<file path="src/rtl/depth_regs_pkg.sv">
package depth_regs_pkg;
  localparam logic [31:0] ID_WORD = 32'h6AF7_024C;

  localparam int W_ID      = 0;
  localparam int W_VERSION = 1;
  localparam int W_LITE    = 2;
  localparam int W_DEBUG   = 3;
  localparam int W_BPC_IN  = 4;
  localparam int W_BPC_OUT = 5;
  localparam int W_WIDTH   = 72;
  localparam int W_HEIGHT  = 73;
  localparam int W_ILACE   = 74;
  localparam int W_CSPACE  = 76;
  localparam int W_SUBS    = 77;
  localparam int W_COSITE  = 78;
  localparam int W_FCOUNT  = 79;
  localparam int W_STATUS  = 80;
  localparam int W_COMMIT  = 81;
  localparam int W_DEPTH   = 82;

  typedef struct packed {
    logic [15:0] width_m1;
    logic [15:0] height_m1;
    logic [3:0]  ilace;
    logic [6:0]  cspace;
    logic [1:0]  subs;
    logic [1:0]  cosite;
    logic [6:0]  fcount;
  } hdr_fields_t;
endpackage

</file>
<file path="src/rtl/hdr_capture.sv">
module hdr_capture
  import depth_regs_pkg::*;
(
  input  logic        clk,
  input  logic        rst_n,
  input  logic        load,
  input  hdr_fields_t fields_in,
  output hdr_fields_t fields_q
);
  always_ff @(posedge clk) begin
    if (!rst_n) fields_q <= '0;
    else if (load) fields_q <= fields_in;
  end

  assert_capture_R4: assert property (@(posedge clk) disable iff (!rst_n)
    load |=> fields_q == $past(fields_in));
endmodule

</file>
<file path="src/rtl/field_tracker.sv">
module field_tracker (
  input  logic clk,
  input  logic rst_n,
  input  logic start_pulse,
  input  logic end_pulse,
  output logic busy
);
  always_ff @(posedge clk) begin
    if (!rst_n) busy <= 1'b0;
    else if (start_pulse) busy <= 1'b1;
    else if (end_pulse) busy <= 1'b0;
  end

  assert_busy_set_R6: assert property (@(posedge clk) disable iff (!rst_n)
    start_pulse |=> busy);
  assert_busy_clear_R6: assert property (@(posedge clk) disable iff (!rst_n)
    (end_pulse && !start_pulse) |=> !busy);
endmodule

</file>
<file path="src/rtl/depth_shadow.sv">
module depth_shadow #(
  parameter int DEPTH_W   = 5,
  parameter int RESET_VAL = 10
) (
  input  logic               clk,
  input  logic               rst_n,
  input  logic               stage_we,
  input  logic [DEPTH_W-1:0] stage_val,
  input  logic               commit,
  input  logic               boundary,
  output logic [DEPTH_W-1:0] staged,
  output logic [DEPTH_W-1:0] active,
  output logic               pending
);
  localparam logic [DEPTH_W-1:0] INIT = DEPTH_W'(RESET_VAL);

  logic armed;
  logic apply;

  assign apply = boundary && armed;

  always_ff @(posedge clk) begin
    if (!rst_n) begin
      staged  <= INIT;
      active  <= INIT;
      pending <= 1'b0;
      armed   <= 1'b0;
    end else begin
      if (apply) active <= staged;
      if (stage_we) staged <= stage_val;
      if (stage_we) pending <= 1'b1;
      else if (apply) pending <= 1'b0;
      if (commit) armed <= 1'b1;
      else if (boundary) armed <= 1'b0;
    end
  end

  assert_pending_set_R7: assert property (@(posedge clk) disable iff (!rst_n)
    stage_we |=> pending);
  assert_active_hold_R8: assert property (@(posedge clk) disable iff (!rst_n)
    !boundary |=> $stable(active));
  assert_pending_clear_R8: assert property (@(posedge clk) disable iff (!rst_n)
    (apply && !stage_we) |=> !pending);
  assert_restage_keeps_R9: assert property (@(posedge clk) disable iff (!rst_n)
    (armed && stage_we) |=> pending);
endmodule

</file>
<file path="src/rtl/depth_adapter_regs.sv">
module depth_adapter_regs
  import depth_regs_pkg::*;
#(
  parameter int          ADDR_W  = 7,
  parameter int          DATA_W  = 32,
  parameter int          DEPTH_W = 5,
  parameter int          IN_BPC  = 10,
  parameter int          OUT_BPC = 8,
  parameter logic [31:0] VERSION = 32'h0103_0002,
  parameter int          LITE    = 0,
  parameter int          DEBUG   = 1
) (
  input  logic               clk,
  input  logic               rst_n,
  input  logic               bus_wr,
  input  logic               bus_rd,
  input  logic [ADDR_W-1:0]  bus_addr,
  input  logic [DATA_W-1:0]  bus_wdata,
  output logic [DATA_W-1:0]  bus_rdata,
  output logic               bus_rvalid,
  input  logic               hdr_valid,
  input  logic [15:0]        hdr_width_m1,
  input  logic [15:0]        hdr_height_m1,
  input  logic [3:0]         hdr_ilace,
  input  logic [6:0]         hdr_cspace,
  input  logic [1:0]         hdr_subs,
  input  logic [1:0]         hdr_cosite,
  input  logic [6:0]         hdr_fcount,
  input  logic               field_start,
  input  logic               field_end,
  output logic               field_busy,
  output logic               update_pending,
  output logic [DEPTH_W-1:0] depth_active,
  output logic [DEPTH_W-1:0] hdr_depth_m1
);
  localparam logic DBG_ON = (DEBUG != 0);
  localparam logic LITE_ON = (LITE != 0);

  hdr_fields_t hdr_in, hdr_q;
  logic wr_depth, wr_commit;
  logic [DEPTH_W-1:0] staged;
  logic [DATA_W-1:0] rd_mux;
  logic unused_wbits;

  assign hdr_in = '{width_m1: hdr_width_m1, height_m1: hdr_height_m1,
                    ilace: hdr_ilace, cspace: hdr_cspace, subs: hdr_subs,
                    cosite: hdr_cosite, fcount: hdr_fcount};

  assign wr_depth  = bus_wr && (bus_addr == ADDR_W'(W_DEPTH));
  assign wr_commit = bus_wr && (bus_addr == ADDR_W'(W_COMMIT));
  assign unused_wbits = ^bus_wdata[DATA_W-1:DEPTH_W];

  hdr_capture u_cap (
    .clk(clk), .rst_n(rst_n), .load(hdr_valid),
    .fields_in(hdr_in), .fields_q(hdr_q)
  );

  field_tracker u_fld (
    .clk(clk), .rst_n(rst_n), .start_pulse(field_start),
    .end_pulse(field_end), .busy(field_busy)
  );

  depth_shadow #(.DEPTH_W(DEPTH_W), .RESET_VAL(IN_BPC)) u_shd (
    .clk(clk), .rst_n(rst_n), .stage_we(wr_depth),
    .stage_val(bus_wdata[DEPTH_W-1:0]), .commit(wr_commit),
    .boundary(field_start), .staged(staged), .active(depth_active),
    .pending(update_pending)
  );

  assign hdr_depth_m1 = depth_active - DEPTH_W'(1);

  always_comb begin
    rd_mux = '0;
    case (int'(bus_addr))
      W_ID:      rd_mux = DATA_W'(ID_WORD);
      W_VERSION: rd_mux = DATA_W'(VERSION);
      W_LITE:    rd_mux = DATA_W'(LITE_ON);
      W_DEBUG:   rd_mux = DATA_W'(DBG_ON);
      W_BPC_IN:  rd_mux = DATA_W'(IN_BPC);
      W_BPC_OUT: rd_mux = DATA_W'(OUT_BPC);
      W_STATUS:  rd_mux = DATA_W'({update_pending, field_busy});
      default:   rd_mux = '0;
    endcase
    if (DBG_ON) begin
      case (int'(bus_addr))
        W_WIDTH:  rd_mux = DATA_W'({1'b0, hdr_q.width_m1} + 17'd1);
        W_HEIGHT: rd_mux = DATA_W'({1'b0, hdr_q.height_m1} + 17'd1);
        W_ILACE:  rd_mux = DATA_W'(hdr_q.ilace);
        W_CSPACE: rd_mux = DATA_W'(hdr_q.cspace);
        W_SUBS:   rd_mux = DATA_W'(hdr_q.subs);
        W_COSITE: rd_mux = DATA_W'(hdr_q.cosite);
        W_FCOUNT: rd_mux = DATA_W'(hdr_q.fcount);
        W_DEPTH:  rd_mux = DATA_W'(staged);
        default:  ;
      endcase
    end
  end

  always_ff @(posedge clk) begin
    if (!rst_n) begin
      bus_rvalid <= 1'b0;
      bus_rdata  <= '0;
    end else begin
      bus_rvalid <= bus_rd;
      if (bus_rd) bus_rdata <= rd_mux;
    end
  end

  assert_rvalid_R2: assert property (@(posedge clk) disable iff (!rst_n)
    bus_rd |=> bus_rvalid);
  assert_no_rvalid_R2: assert property (@(posedge clk) disable iff (!rst_n)
    !bus_rd |=> !bus_rvalid);
  assert_id_R2: assert property (@(posedge clk) disable iff (!rst_n)
    (bus_rd && bus_addr == '0) |=> bus_rdata == DATA_W'(ID_WORD));
  assert_hdr_depth_R10: assert property (@(posedge clk) disable iff (!rst_n)
    $changed(depth_active) |-> hdr_depth_m1 + DEPTH_W'(1) == depth_active);
endmodule

</file>
<file path="config.mk">
export PLATFORM = sky130hd
export DESIGN_NAME = depth_adapter_regs
export DESIGN_NICKNAME = d
export VERILOG_FILES = /design/src/rtl/depth_regs_pkg.sv /design/src/rtl/hdr_capture.sv /design/src/rtl/field_tracker.sv /design/src/rtl/depth_shadow.sv /design/src/rtl/depth_adapter_regs.sv
export SDC_FILE = /design/constraint.sdc
export NUM_CORES = 1
export LEC_CHECK = 0
export BUFFER_PORTS_ARGS = -buffer_cell sky130_fd_sc_hd__buf_2
export CORE_AREA = 2 2 117 85
export DETAILED_ROUTE_END_ITERATION = 8
export DIE_AREA = 0 0 119 87
export PLACE_DENSITY = 0.87
export RECOVER_POWER = 100
export SYNTH_ARGS = -nofsm -noshare
export SYNTH_HDL_FRONTEND = slang
export SYNTH_HIERARCHICAL = 1
export SYNTH_SLANG_ARGS = --single-unit
</file>
<file path="constraint.sdc">
create_clock -name clk -period 6.2 [get_ports clk]
set_input_delay 0.62 -clock clk [delete_from_list [all_inputs] [get_ports clk]]
set_output_delay 0.62 -clock clk [all_outputs]
set_load 0.03 [all_outputs]
</file>
==> summary.txt, run 1 <==
Status
  • Outcome: complete, but fails checks
  • Failing checks: max-capacitance violations, max-slew violations

Floorplanning
  • Rows: 30
  • # IOs: 145
  • Initial Utilization: roughly 50%
  • Die span in x: 119 um
  • Die ar.: 0.0104 mm^2
  • Die Height: 87 um
  • Core footprint: 0.00935 mm^2

Clocking
  • Clk slew on worst S/H paths: 0.06 ns
  • Htree depth: 3
  • TritonCTS clock tree: built
  • Cts hold-fix bufs: 0
  • CTS Buf Count: 9
  • Clk sinks: 88
  • Clk buf depth: 2
  • Root buf cell: clkbuf_16
  • Post-cts resize count: 0
  • # Post-CTS Setup Buffers: 0
  • Clk_lat worst skew: between 0.3 and 0.4 ns

STA
  • Setup TNS: 0 ns
  • Max Clock Skew: 0.00468 ns
  • Hold slack: between 0.4 and 0.5 ns
  • Slew Limit Headroom: -84.8%
  • Worst-margin pin slew: approximately 2.8 ns
  • Slew Viols, Final: 83
  • Final hold violation count: 0
  • Unrepaired setup endpoints after global routing: false
  • Final setup violating endpoints: 0
  • Max Clock Freq: 243 MHz
  • Final worst-path setup slack: 2.08 ns
  • Crit share post-route: approximately 66%
  • Period minus WS final: 4.12 ns

Worst setup path
  • Worst Setup End Kind: flip-flop
  • Depth of the most critical reg-to-reg path: 8
  • Reg-to-Reg Start: u_cap/fields_q[38]
  • Top delay family on crit path: buffers and inverters
  • CP Launch Type: input pin
  • R2r endpoint: bus_rdata[10]
  • CP bufs+invs: 3
  • Setup CP Type: in2reg
  • Slowest cell on crit path: clkbuf_1
  • Data required, critical path: 6.48 ns
  • Max FO, Critical Path: just over 80
  • CP Data Arrival Time: approximately 4.4 ns
  • Critical path, cell by cell: buf_2 > clkbuf_1 > nand2_1 > inv_1 > nand4b_1 > a2111oi_0 > a21o_1
  • Register-to-Register Setup Slack: 3.79 ns
  • Crit-path max cell delay: 1.94 ns
  • Cell depth of the worst setup path: 7

Power
  • Internal power: 0.989 mW
  • Switching share of power: around a quarter
  • Total power: between 1 and 1.5 mW
  • Pwr dens: between 200 and 250 mW/mm^2
  • Sw power: 0.325 mW
  • Clock power frac: 42.1%
  • Logic pwr share: 11.2%
  • Peak supply drop: between 150 and 200 uV
  • Sequential power share: 46.7%
  • Pleak: 2.23 nW

GRT
  • Met1 Use GR: 32.7%
  • Global-route wire length before repair: 18,800 um
  • Most Crowded Layer GR: met2
  • Vias in the first global route: between 3k and 4k
  • Met2 Usage GRT: around a third
  • Largest net degree at the start of global routing: 83
  • Initial antenna violation count: 0
  • Total GRT Usage: roughly 23%
  • Grt ovf: 0
  • Met3 usage: 6.28%

Min path
  • HP Class: reg2reg
  • Worst hold path depth: 2
  • Hold path startpoint: bus_rdata[15]
  • Worst Hold Endpoint: bus_rdata[15]

Route
  • Routed wire per std cell: 16.4 um
  • Post-route ant nets: 0
  • Via Count: between 4k and 5k
  • DRT Pass-1 Iters: 5
  • DR iter-0 viols: 305
  • WL final: 11,900 um
  • Vias per Instance: 5.57
  • DRC Markers: 0

Placed design
  • Placed insts: 707
  • Gpl congestion: between 0.8 and 0.9
  • DP HPWL: ~8800 um
  • Port Buf Inserts: 113
  • Pre-CTS setup slack: around 2.6 ns

Synthesis
  • Yosys warning count: 6
  • Number of synthesized flops with an enable pin: 0
  • Main synth FF type: dfxtp_1
  • Syn Area/Cell: about 9.4 um^2
  • Post-Syn Area: about 0.0047 mm^2
  • Sequential fraction of the synthesis area: 37.5%
  • Synth Instances: 501
  • Yosys reg bits: 88
  • Asr flop ratio synth: 0%
  • Synth unique cells: 67

Final layout
  • Commonest non-fill, non-tap cell in the layout: dfxtp_1
  • Post-Layout Cell Count: around 720
  • Layout cells sized above 1: 17.1%
  • Synthesis-to-finish area growth: 14.6%
  • Ant diodes: 0
  • Final #Nets: 692
  • Commonest cells after routing, fill and taps aside: dfxtp_1 (88), buf_2 (72), nor2b_1 (68), mux2i_1 (66), clkbuf_1 (43)

Flow run
  • Max-cap violations: 1
==> tightest hold or removal path, stage by stage, from the launching register on <==
cell and delay, ns:
dfxtp_1 0.31, nand2_1 0.05, nand2_1 0.04
==> metrics by stage <==
stage               area, um^2  util (%)
floorplan                 4710         -
global placement          5130      54.9
detailed placement        5130      54.9
CTS                       5440      58.2
global route              5380      57.6
finish                    5380      57.6
==> layout make-up <==
class,count,area (um^2)
clock buffers,12,256
clock inverters,4,52.6
fillers,836,3970
inverters,11,41.3
multi-input cells,365,2580
flip-flops and latches,88,1760
well taps,128,160
repair buffers,115,526
==> worst max-delay path by stage <==
stage	startpoint	endpoint	slack, ns
global placement	bus_addr[0]	bus_rdata[10]	2.71
floorplan	bus_addr[4]	bus_rdata[10]	3.22
finish	rst_n	bus_rdata[10]	2.08
CTS	bus_addr[2]	bus_rdata[10]	2.91
detailed placement	bus_addr[2]	bus_rdata[10]	2.60
global route	rst_n	bus_rdata[10]	1.51
==> state kept, by name, indices dropped and copies added (netlist names) <==
| register | cells |
|---|---|
| u_cap/fields_q | 54 |
| bus_rdata | 20 |
| u_shd/active | 5 |
| u_shd/staged | 5 |
| bus_rvalid | 1 |
| u_fld/busy | 1 |
| u_shd/armed | 1 |
| u_shd/pending | 1 |
==> synth_stat cells (2+ instances only) <==
cell type  count  area, um^2
dfxtp_1       88        1760
nor2b_1       68         425
mux2i_1       66         661
nand2_1       42         158
o21ai_0       21         105
nor2_1        17        63.8
buf_4         14         105
nor3_1        13        65.1
xor2_1        12         105
inv_1         11        41.3
clkbuf_1      10        37.5
nand3_1       10        50.1
a22oi_1        8        60.1
nand4_1        8        50.1
xnor2_1        8        70.1
a21oi_1        6        30.0
a31oi_1        5        31.3
buf_12         5         100
buf_2          5        25.0
nor4_1         5        31.3
a22o_1         4        35.0
and2_1         4        25.0
buf_6          4        45.0
o211ai_1       4        30.0
a211oi_1       3        22.5
a32oi_1        3        26.3
and3_1         3        18.8
nand3b_1       3        22.5
o21a_1         3        22.5
a2111oi_0      2        17.5
a21boi_0       2        15.0
a21o_1         2        15.0
a221oi_1       2        17.5
a311oi_1       2        17.5
ha_1           2        25.0
nor3b_1        2        15.0
nor4b_1        2        17.5
o31ai_1        2        15.0
or4_1          2        15.0
==> per-layer routing <==
metal / share of wire, % / wire length, um
met4: 1.1 / 131
met5: 0 / 0
met3: 9.0 / 1070
met1: 48 / 5760
met2: 41 / 4910
==> power groups by stage <==
stage / combinational [mW] / sequential (mW) / clock [mW]
global placement: 0.141 / 0.623 / 0
detailed placement: 0.145 / 0.625 / 0
global route: 0.159 / 0.616 / 0.587
floorplan: 0.108 / 0.622 / 0
finish: 0.147 / 0.614 / 0.553
CTS: 0.146 / 0.613 / 0.561
==> cells by family (layout without fill, tap and decap cells) <==
logic type / count (synthesis) / in the layout / share of synthesized area, %
other cells: 1 / 4 / 0.0798
buf+inv: 51 / 142 / 7.72
simple gates: 193 / 193 / 24.0
fa+ha+maj: 2 / 2 / 0.533
compound gates: 78 / 78 / 11.6
mux: 68 / 68 / 14.8
flops: 88 / 88 / 37.5
xor+xnor: 20 / 20 / 3.73
Note: power is estimated with default switching activity, not from simulation.
==> run 2: changes to the inputs <==
==> constraint.sdc (replaced) <==
create_clock -name clk -period 4.1 [get_ports clk]
set_input_delay 0.41 -clock clk [delete_from_list [all_inputs] [get_ports clk]]
set_output_delay 0.41 -clock clk [all_outputs]
set_load 0.03 [all_outputs]
==> run 2 against run 1 <==
Against the previous run: the flow still finishes with violations (max-capacitance violations, max-slew violations); setup slack worse by 1.3 ns; via count fell by 1.5%; sequential share of layout area down 0.31 points; first-iteration DRC count decreased by 12%; routed wire length up 0.96%; sequential power grew 51%; die area unchanged; global-route usage up 0.34 points; non-clock buffer count is 2 higher; combinational power is 53% higher; cell count is 0.28% higher.
==> summary.txt, run 2 (synthesized netlist as in run 1, its figures left out) <==
Final layout
  • Non-Filler Cell Area, Final: 0.00543 mm^2 (+0.95%)
  • Top reg by flops: u_cap/fields_q
  • Fillers: 848 (+1.4%)
  • Post-Layout Cell Count: 725 (+0.28%)
  • Ant diodes: 0 (unchanged)
  • Commonest non-fill, non-tap cell in the layout: dfxtp_1
  • Final #Nets: 694 (+0.29%)
  • Max reg flops: 54 (unchanged)
  • Commonest cells after routing, fill and taps aside: dfxtp_1 (88), buf_2 (69), nor2b_1 (68), mux2i_1 (66), clkbuf_1 (45)
  • Biggest regs: u_cap/fields_q: 54 flops, bus_rdata: 20 flops
  • Layout cells sized above 1: 17.1% (-0.057 points)
  • Final Util: 58.1% (+0.55 points)
  • Synthesis-to-finish area growth: 15.7%

Route
  • WL final: 12,000 um (+0.96%)
  • Vias per Instance: 5.47 (-1.8%)
  • Routed wire per std cell: 16.5 um (+0.68%)
  • DR iter-0 viols: 267 (-12%)
  • DRT Pass-1 Iters: 5 (unchanged)
  • Via Count: 3,966 (-1.5%)
  • Post-route ant nets: 0 (unchanged)
  • DRC Markers: 0 (unchanged)

Worst setup path
  • Crit-path max cell delay: 1.90 ns (-0.04 ns)
  • Worst Setup End Kind: flip-flop
  • Critical path, cell by cell: clkbuf_1 > clkbuf_1 > nor2b_1 > nand2_1 > o21ai_0 > a21o_1
  • Data required, critical path: 4.39 ns (-2.09 ns)
  • Depth of the most critical reg-to-reg path: 8 (unchanged)
  • Setup CP Type: in2reg
  • CP Data Arrival Time: 3.59 ns (-0.81 ns)
  • CP most frequent cell: clkbuf_1
  • Max FO, Critical Path: 81 (-1.2%)
  • Register-to-Register Setup Slack: 1.89 ns (-1.90 ns)
  • CP Launch Type: input pin
  • R2r endpoint: bus_rdata[10]
  • Slowest cell on crit path: clkbuf_1
  • Reg-to-Reg Start: u_cap/fields_q[38]

Floorplanning
  • Die span in x: 119 um (unchanged)
  • Core footprint: 0.00935 mm^2 (unchanged)
  • Die Height: 87 um (unchanged)
  • # IOs: 145 (unchanged)
  • Initial Utilization: 50.3% (unchanged)
  • Die ar.: 0.0104 mm^2 (unchanged)
  • Rows: 30 (unchanged)

GRT
  • Initial antenna violation count: 0 (unchanged)
  • Global-route wire length before repair: 18,800 um (-0.18%)
  • Largest net degree at the start of global routing: 82 (-1.2%)
  • Vias in the first global route: 3,613 (-3.5%)
  • Grt ovf: 0 (unchanged)
  • Total GRT Usage: 23.1% (+0.34 points)

Min path
  • HP Class: in2reg
  • Hold path startpoint: bus_wdata[1]
  • Worst hold path depth: 3 (+1)
  • Worst Hold Endpoint: u_shd/staged[1]

STA
  • Worst-margin pin slew: 2.67 ns (-0.0975 ns)
  • Final setup violating endpoints: 0 (unchanged)
  • Max Clock Freq: 303 MHz
  • Slew Limit Headroom: -78.3% (+6.5 points)
  • Slew Viols, Final: 107 (+29%)
  • Setup TNS: 0 ns (unchanged)
  • Period minus WS final: 3.30 ns
  • Max Clock Skew: 0.00682 ns (+0.00214 ns)
  • Unrepaired setup endpoints after global routing: false
  • Crit share post-route: between 80% and 90%
  • Final hold violation count: 0 (unchanged)

Power
  • Pwr dens: 389 mW/mm^2 (+59%)
  • Total power: 2.11 mW (+61%)
  • Peak supply drop: 205 uV (+22%)
  • Pleak: 2.25 nW (+0.67%)

Placed design
  • DP HPWL: 9070 um (+3.5%)
  • Port Buf Inserts: 113 (unchanged)
  • Post-DP Area: 0.00514 mm^2 (+0.29%)
  • Placed insts: 709 (+0.28%)
  • Gpl congestion: 0.904 (+1.3%)

Clocking
  • # Post-CTS Setup Buffers: 0 (unchanged)
  • Htree depth: 3 (unchanged)
  • Clk slew on worst S/H paths: 0.06 ns (about the same)
  • Cts hold-fix bufs: 0 (unchanged)
  • Clk sinks: 88 (unchanged)
  • TritonCTS clock tree: built
  • Root buf cell: clkbuf_16
  • CTS Buf Count: 9 (unchanged)
  • Clk_lat worst skew: 0.34 ns (about the same)
  • Post-cts resize count: 0 (unchanged)
  • Clk buf depth: 2 (unchanged)

Status
  • Outcome: complete, but fails checks
  • Failing checks: max-capacitance violations, max-slew violations

Flow run
  • Max-cap violations: 2 (+1)
-- run 2: metal layers --
layer  part of all wire (%)  wire length (um)  GRT usage [%]  up-vias
met5                      0                 0              0        -
met4                   0.98               117           6.39        0
met3                    8.2               987           5.56       15
met2                     42              5010           33.6      187
met1                     49              5870           34.1     1816
li1                       -                 -              -     1948
-- run 2: stage by stage --
stage / setup WS [ns] / hold slack (ns)
floorplan: 1.33 / 0.463
global placement: 0.840 / 0.429
detailed placement: 0.798 / 0.435
CTS: 1.15 / 0.282
global route: 0.471 / 0.298
finish: 0.799 / 0.283
-- run 2: power breakdown --
part | internal, mW | switching (mW) | total [mW] | leakage, nW
sequential | 0.891 | 0.0362 | 0.927 | 0.722
combinational | 0.0982 | 0.127 | 0.225 | 1.36
clock | 0.602 | 0.357 | 0.959 | 0.167
total | 1.59 | 0.520 | 2.11 | 2.25
-- run 2: worst max-delay path by stage --
stage	start	to	slack (ns)	cells past startpoint
finish	rst_n	bus_rdata[0]	0.80	6
global route	rst_n	bus_rdata[0]	0.47	6
CTS	bus_addr[0]	bus_rdata[10]	1.15	11
detailed placement	bus_addr[0]	bus_rdata[10]	0.80	11
global placement	bus_addr[0]	bus_rdata[10]	0.84	11
floorplan	bus_addr[4]	bus_rdata[10]	1.33	12
-- run 2: layout make-up --
type / instances / area, um^2 / share of cell area [%]
multi-input combinational: 365 / 2580 / 47.6
clock buffer: 9 / 225 / 4.15
sequential: 88 / 1760 / 32.4
inverter: 11 / 41.3 / 0.760
clock inverter: 7 / 124 / 2.28
timing repair buffer: 117 / 537 / 9.88
tap: 128 / 160 / 2.95
-- run 2: critical path: cells and delay by family --
kind,cells,cell delay [ns]
and+or+nand+nor,2,0.89
AOI/OAI and AO/OA,2,0.22
buffers and inverters,2,2.01
